## config.mk

```make
export PLATFORM = sky130hd
export DESIGN_NAME = mirq_trap_ctrl
export DESIGN_NICKNAME = d
export VERILOG_FILES = /design/src/rtl/mirq_pkg.sv /design/src/rtl/mirq_pending.sv /design/src/rtl/mirq_arbiter.sv /design/src/rtl/mirq_csr_file.sv /design/src/rtl/mirq_trap_ctrl.sv
export SDC_FILE = /design/constraint.sdc
export NUM_CORES = 1
export LEC_CHECK = 0
export BUFFER_PORTS_ARGS = -buffer_cell sky130_fd_sc_hd__buf_4
export CAP_MARGIN = 20
export CORE_MARGIN = 2
export CORE_UTILIZATION = 46
export CTS_BUF_LIST = sky130_fd_sc_hd__clkbuf_4 sky130_fd_sc_hd__clkbuf_8
export CTS_CLUSTER_DIAMETER = 40
export DETAILED_ROUTE_END_ITERATION = 12
export GPL_ROUTABILITY_DRIVEN = 1
export GPL_TIMING_DRIVEN = 0
export PLACE_DENSITY = 0.84
export RECOVER_POWER = 25
export SLEW_MARGIN = 20
export SYNTH_ARGS = -nofsm -noshare
export SYNTH_HDL_FRONTEND = slang
export SYNTH_SLANG_ARGS = --single-unit
```

## constraint.sdc

```tcl
create_clock -name clk -period 3.7 [get_ports clk]
set_input_delay 0.74 -clock clk [delete_from_list [all_inputs] [get_ports clk]]
set_output_delay 0.74 -clock clk [all_outputs]
set_load 0.02 [all_outputs]
```

## src/rtl/mirq_pkg.sv

```systemverilog
package mirq_pkg;

  typedef enum logic [1:0] {
    SEL_STATUS  = 2'd0,
    SEL_ENABLE  = 2'd1,
    SEL_PENDING = 2'd2,
    SEL_CAUSE   = 2'd3
  } csr_sel_e;

  // pending / enable bit positions
  localparam int IDX_SW  = 3;
  localparam int IDX_TMR = 7;
  localparam int IDX_EXT = 11;

  // status bit positions
  localparam int ST_GIE   = 3;
  localparam int ST_PGIE  = 7;
  localparam int ST_PPRV0 = 11;
  localparam int ST_PPRV1 = 12;

  // sources listed from highest to lowest priority
  localparam int NSRC = 3;
  localparam int SRC_IDX [NSRC] = '{IDX_EXT, IDX_SW, IDX_TMR};

endpackage

```

## src/rtl/mirq_pending.sv

```systemverilog
module mirq_pending
  import mirq_pkg::*;
#(
  parameter int XLEN   = 32,
  parameter int TIME_W = 64
) (
  input  logic              sw_irq,
  input  logic              ext_irq,
  input  logic [TIME_W-1:0] now,
  input  logic [TIME_W-1:0] cmp,
  output logic [XLEN-1:0]   pend,
  output logic              tmr_hit
);

  function automatic logic time_reached(input logic [TIME_W-1:0] t,
                                        input logic [TIME_W-1:0] c);
    return t >= c;
  endfunction

  logic [NSRC-1:0] line;

  assign tmr_hit = time_reached(now, cmp);
  assign line    = {ext_irq, sw_irq, tmr_hit};

  always_comb begin
    pend = '0;
    for (int i = 0; i < NSRC; i++) begin
      pend[SRC_IDX[i]] = line[NSRC-1-i];
    end
  end

endmodule

```

## src/rtl/mirq_arbiter.sv

```systemverilog
module mirq_arbiter
  import mirq_pkg::*;
#(
  parameter int XLEN = 32,
  localparam int IDXW = $clog2(XLEN)
) (
  input  logic [XLEN-1:0] pend,
  input  logic [XLEN-1:0] enable,
  input  logic            gie,
  output logic [NSRC-1:0] req,
  output logic [NSRC-1:0] grant,
  output logic            take,
  output logic [IDXW-1:0] idx
);

  logic [NSRC:0]   above;
  logic [IDXW-1:0] idx_part [NSRC];

  assign above[0] = 1'b0;

  for (genvar g = 0; g < NSRC; g++) begin : g_src
    assign req[g]       = pend[SRC_IDX[g]] & enable[SRC_IDX[g]];
    assign grant[g]     = req[g] & ~above[g];
    assign above[g+1]   = above[g] | req[g];
    assign idx_part[g]  = grant[g] ? IDXW'(SRC_IDX[g]) : '0;
  end

  always_comb begin
    idx = '0;
    for (int i = 0; i < NSRC; i++) idx = idx | idx_part[i];
  end

  assign take = gie & above[NSRC];

endmodule

```

## src/rtl/mirq_csr_file.sv

```systemverilog
module mirq_csr_file
  import mirq_pkg::*;
#(
  parameter int XLEN = 32,
  localparam int IDXW = $clog2(XLEN)
) (
  input  logic            clk,
  input  logic            rst_n,
  input  logic [1:0]      sel,
  input  logic            wen,
  input  logic [XLEN-1:0] wdata,
  input  logic [XLEN-1:0] pend,
  input  logic            take,
  input  logic [IDXW-1:0] take_idx,
  input  logic            ret,
  output logic [XLEN-1:0] rdata,
  output logic [XLEN-1:0] status_q,
  output logic [XLEN-1:0] enable_q,
  output logic [XLEN-1:0] cause_q,
  output logic            gie
);

  function automatic logic [XLEN-1:0] enable_mask();
    logic [XLEN-1:0] m;
    m = '0;
    for (int i = 0; i < NSRC; i++) m[SRC_IDX[i]] = 1'b1;
    return m;
  endfunction

  function automatic logic [XLEN-1:0] make_cause(input logic [IDXW-1:0] i);
    logic [XLEN-1:0] c;
    c = XLEN'(i);
    c[XLEN-1] = 1'b1;
    return c;
  endfunction

  localparam logic [XLEN-1:0] EN_MASK = enable_mask();

  logic gie_q, pgie_q;
  logic wr_status, wr_enable, wr_cause;

  assign wr_status = wen && (csr_sel_e'(sel) == SEL_STATUS);
  assign wr_enable = wen && (csr_sel_e'(sel) == SEL_ENABLE);
  assign wr_cause  = wen && (csr_sel_e'(sel) == SEL_CAUSE);

  // trap entry outranks a same-cycle return or write
  always_ff @(posedge clk or negedge rst_n) begin
    if (!rst_n) begin
      gie_q  <= 1'b0;
      pgie_q <= 1'b0;
    end else if (take) begin
      pgie_q <= gie_q;
      gie_q  <= 1'b0;
    end else if (ret) begin
      gie_q  <= pgie_q;
      pgie_q <= 1'b1;
    end else if (wr_status) begin
      gie_q  <= wdata[ST_GIE];
      pgie_q <= wdata[ST_PGIE];
    end
  end

  always_ff @(posedge clk or negedge rst_n) begin
    if (!rst_n) cause_q <= '0;
    else if (take) cause_q <= make_cause(take_idx);
    else if (wr_cause) cause_q <= wdata;
  end

  always_ff @(posedge clk or negedge rst_n) begin
    if (!rst_n) enable_q <= '0;
    else if (wr_enable) enable_q <= wdata & EN_MASK;
  end

  always_comb begin
    status_q = '0;
    status_q[ST_GIE]   = gie_q;
    status_q[ST_PGIE]  = pgie_q;
    status_q[ST_PPRV0] = 1'b1;
    status_q[ST_PPRV1] = 1'b1;
  end

  assign gie = gie_q;

  always_comb begin
    unique case (csr_sel_e'(sel))
      SEL_STATUS:  rdata = status_q;
      SEL_ENABLE:  rdata = enable_q;
      SEL_PENDING: rdata = pend;
      SEL_CAUSE:   rdata = cause_q;
      default:     rdata = '0;
    endcase
  end

endmodule

```

## src/rtl/mirq_trap_ctrl.sv

```systemverilog
module mirq_trap_ctrl
  import mirq_pkg::*;
#(
  parameter int XLEN   = 32,
  parameter int TIME_W = 64,
  localparam int IDXW  = $clog2(XLEN)
) (
  input  logic              clk,
  input  logic              rst_n,
  input  logic              sw_irq_i,
  input  logic              ext_irq_i,
  input  logic [TIME_W-1:0] time_i,
  input  logic [TIME_W-1:0] time_cmp_i,
  input  logic [1:0]        csr_sel_i,
  input  logic              csr_wen_i,
  input  logic [XLEN-1:0]   csr_wdata_i,
  output logic [XLEN-1:0]   csr_rdata_o,
  input  logic              trap_ret_i,
  output logic              irq_take_o,
  output logic [IDXW-1:0]   irq_vec_o
);

  logic [XLEN-1:0] pend;
  logic            tmr_hit;
  logic [XLEN-1:0] status_q, enable_q, cause_q;
  logic            gie;
  logic [NSRC-1:0] req, grant;
  logic            take;
  logic [IDXW-1:0] take_idx;

  mirq_pending #(.XLEN(XLEN), .TIME_W(TIME_W)) u_pend (
    .sw_irq (sw_irq_i),
    .ext_irq(ext_irq_i),
    .now    (time_i),
    .cmp    (time_cmp_i),
    .pend   (pend),
    .tmr_hit(tmr_hit)
  );

  mirq_arbiter #(.XLEN(XLEN)) u_arb (
    .pend  (pend),
    .enable(enable_q),
    .gie   (gie),
    .req   (req),
    .grant (grant),
    .take  (take),
    .idx   (take_idx)
  );

  mirq_csr_file #(.XLEN(XLEN)) u_csr (
    .clk     (clk),
    .rst_n   (rst_n),
    .sel     (csr_sel_i),
    .wen     (csr_wen_i),
    .wdata   (csr_wdata_i),
    .pend    (pend),
    .take    (take),
    .take_idx(take_idx),
    .ret     (trap_ret_i),
    .rdata   (csr_rdata_o),
    .status_q(status_q),
    .enable_q(enable_q),
    .cause_q (cause_q),
    .gie     (gie)
  );

  assign irq_take_o = take;
  assign irq_vec_o  = take_idx;

endmodule

```

==> key figures <==
Run status
  – Status: finished, violations left
  – Failing checks: max-capacitance violations, max-slew violations, negative setup slack

Die
  – Die area: 8280 µm²
  – Die Span X: 91.0 µm
  – Initial Util: 47.7%
  – I/O Pins: 206
  – # rows: 31
  – Die Ht: just over 90 µm
  – Core area: around 7300 µm²

Logic synthesis
  – Synthesized net count: 677
  – Post-synth EDFFs: 0
  – Avg Cell Area, Syn: 7.82 µm²
  – Number of distinct library cells after synthesis: 39
  – Synth Flop Type: dfrtp_1
  – Largest cells by area after synthesis: dfrtp_1, ha_1, nand2_1, a21oi_1, inv_1
  – Sequential-to-total area share from yosys stat: 26.6%
  – Number of synthesis warnings: 0
  – Top cell type's share of synthesized area: between 20% and 30%
  – Mapped Cells: 445
  – Cell accounting for the most synthesized area: dfrtp_1
  – Async SR Flop Fraction: 100%
  – Mapped Area: 3480 µm²
  – Post-synthesis register bit count: 37

Final layout
  – Share of layout cells above drive strength 1: 42.4%
  – Final Cell Area: just under 6000 µm²
  – Final Net Count: between 900 and 1000
  – P&R area growth vs syn: 65.9%
  – Diodes inserted: 0
  – Register area: 926 µm²
  – Fillers: 486
  – Footprint of the multi-input gates: 2560 µm²

Power
  – Sw Pwr: 0.535 mW
  – Power Internal: ~1 mW
  – Register share of total power: 33.7%
  – Sw frac: a little over a third
  – Cell Pwr Density: 266 nW/µm²
  – Leakage: 3.13 nW
  – Peak supply drop: slightly below 300 µV
  – Final Power: 1.53 mW
  – Combinational cell fraction of total power: 47.0%
  – Clk pwr share: 19.4%

Global routing
  – Gr usage total: approximately 29%
  – Vias in the first global route: 4171
  – Pin count of the biggest net entering global routing: 38
  – Initial antenna violation count: 0
  – Congestion Overflow GR: 0
  – First-pass GRT wire length: approximately 19000 µm

Worst hold path
  – Hold crit path type: reg2reg

Drt
  – Drt pass-1 iters: 5
  – Antenna-violating nets left: 0
  – Vias/cell: roughly 5.3
  – Drt drc: 0
  – Drt initial violations: 187
  – Routed wire length: 12800 µm
  – Wire per inst: 16.6 µm
  – DR vias: 4133

Timing
  – Hold WS: 0.466 ns
  – Pins Over Slew Limit: 38
  – Final setup fails: 3
  – Fmax achieved: 0.265 GHz
  – Slew of the pin with the lowest slew margin: ~2.0 ns
  – Final worst-path cycle share: 102%
  – Rel. slew slack: -35.5%
  – RSZ-0062 raised after global routing: true
  – Setup TNS: -0.131 ns
  – Worst setup margin: -0.0731 ns
  – Clock skew: 0.00945 ns
  – Period minus WS final: approximately 3.8 ns
  – Hold Vio Cnt, Final: 0

CTS
  – Clock transition at path regs: 0.08 ns
  – H-tree depth: 2
  – Clk Latency, worst-skew pair: 0.29 ns
  – Clock Sinks: 37
  – Root Driver: clkbuf_8
  – Clock Path Buffers: 2
  – CTS tree: done
  – CTS Buf Count: 5
  – # hold bufs at CTS: 0

Place
  – DP HPWL: 9630 µm
  – Dpl cell area: 5130 µm²
  – RePlAce Congestion: 0.832
  – IO Port Bufs: 204
  – DP Worst Slack: -0.489 ns

Worst setup path
  – Worst-path fanout max: 2
  – CP max-delay cell: mux4_2
  – Crit start category: input port
  – Type of the worst setup path: in2out
  – Most used cell, CP: inv_1
  – Buf/Inv on CP: 4
  – Worst EP required: between 2 and 3 ns
  – WP data arrival: between 3 and 4 ns
  – CP top delay family: compound AO/OA/AOI/OAI gates
  – Kind of end point of the critical path: primary output
  – Critical Path Max Stage Delay: around 0.47 ns
  – Crit-path cells: buf_4 > inv_1 > ha_4 > a21oi_2 > o21ai_1 > a221o_1 > a211o_1 > nor4_4 > inv_1 > mux4_2 > buf_6

Flow run
  – Max-cap check violation count: 1
state kept, by name, summed over array words and instances (netlist names):
| signal | flops |
|---|---|
| u_csr.cause_q | 32 |
| u_csr.enable_q | 3 |
| u_csr.gie | 1 |
| u_csr.pgie_q | 1 |
cells in the mapped netlist (3+ instances only):
| cell type | n |
|---|---|
| a21oi_1 | 57 |
| mux2_2 | 4 |
| nor3_1 | 3 |
| a221oi_1 | 3 |
| buf_4 | 3 |
| inv_1 | 68 |
| clkbuf_1 | 15 |
| o21ai_0 | 9 |
| nor2_1 | 12 |
| dfrtp_1 | 37 |
| nand3b_1 | 4 |
| a21o_1 | 6 |
| nand2b_1 | 3 |
| ha_1 | 64 |
| nand3_1 | 10 |
| nand4_1 | 12 |
| nor4_1 | 3 |
| and3_1 | 29 |
| nand2_1 | 79 |
path summary, 6_finish.rpt:
path	start	end	slack, ns	depth (start not counted)
max	time_cmp_i[53]	csr_rdata_o[7]	-0.07	11
min	u_csr.gie$_DFFE_PN0P_	u_csr.cause_q[2]$_DFFE_PN0P_	0.47	1
max reg2reg	u_csr.enable_q[11]$_DFFE_PN0P_	u_csr.pgie_q$_DFFE_PN0P_	1.96	6
min reg2reg	u_csr.gie$_DFFE_PN0P_	u_csr.cause_q[2]$_DFFE_PN0P_	0.47	1
max in group asynchronous	rst_n	u_csr.enable_q[3]$_DFFE_PN0P_	1.51	1
min in group asynchronous	rst_n	u_csr.cause_q[20]$_DFFE_PN0P_	1.02	1
through the flow:
| step | instances | utilization [%] |
|---|---|---|
| final | 773 | 79.2 |
| after global routing | 773 | 79.2 |
| after CTS | 765 | 74.4 |
| after detailed placement | 748 | 70.4 |
| after global placement | 748 | 70.4 |
| after floorplan | 445 | - |
cell families (layout without fill, tap and decap cells):
family,after synthesis,after routing,synth area share [%]
compound gates,89,89,15.6
fa+ha+maj,64,64,23.0
simple gates,159,159,21.9
other cells,1,1,0.108
buf+inv,88,317,9.89
flops,37,37,26.6
mux,7,7,2.88
worst reg2reg max path: stages (launching register included):
cell and delay, ns:
dfrtp_1 0.40, nand2_1 0.16, inv_1 0.08, a21oi_1 0.36, a21oi_4 0.11, buf_4 0.18
or3_1 0.34
power by group through the flow:
stage / combinational, mW / clock [mW] / sequential [mW]
after global routing: 0.790 / 0.317 / 0.525
after CTS: 0.642 / 0.294 / 0.516
final: 0.720 / 0.297 / 0.517
after floorplan: 0.325 / 0 / 0.511
after detailed placement: 0.601 / 0 / 0.524
after global placement: 0.577 / 0 / 0.519
cell type report:
cell class / count / area share (%)
flip-flops and latches: 37 / 16.0
plain buffers: 19 / 1.52
clock buffers: 7 / 1.45
clock inverters: 1 / 0.130
multi-input cells: 320 / 44.3
inverters: 68 / 4.68
repair buffers: 222 / 29.7
well taps: 99 / 2.15
placed cells by master (no fill, tap or decap), types with 2 or more instances in the layout:
cell and instances:
inv_4 6, dfrtp_1 37, nor3b_1 2, inv_2 5, ha_1 47, a221o_1 2, buf_4 209, nand3b_1 4
mux2_2 4, nand4_1 12, nand2b_1 2, a221oi_1 2, o21ai_0 8, nand3_1 9, nor3_1 3, mux4_2 2
ha_4 17, o21ai_1 2, nor2_2 2, clkbuf_8 5, nand2_1 78, nor4_4 2, clkbuf_1 16, a21o_1 6
a21oi_2 4, inv_1 57, nor2_1 10, and3_1 29, a21oi_1 53, clkbuf_4 2, buf_6 15
routing by layer:
| layer | up-vias | routed length [µm] | track usage [%] |
|---|---|---|---|
| met3 | 37 | 1120 | 7.72 |
| met5 | - | 0 | 0 |
| met4 | 0 | 440 | 8.59 |
| met2 | 213 | 6510 | 51.7 |
| met1 | 1908 | 4760 | 32.7 |
| li1 | 1975 | - | - |
timing repair:
item,4_1_cts,5_1_grt
buffers inserted,9,10
pin swaps,13,23
endpoints found under the setup margin,3,5
resized for setup,24,51
(Power assumes the default switching activity.)
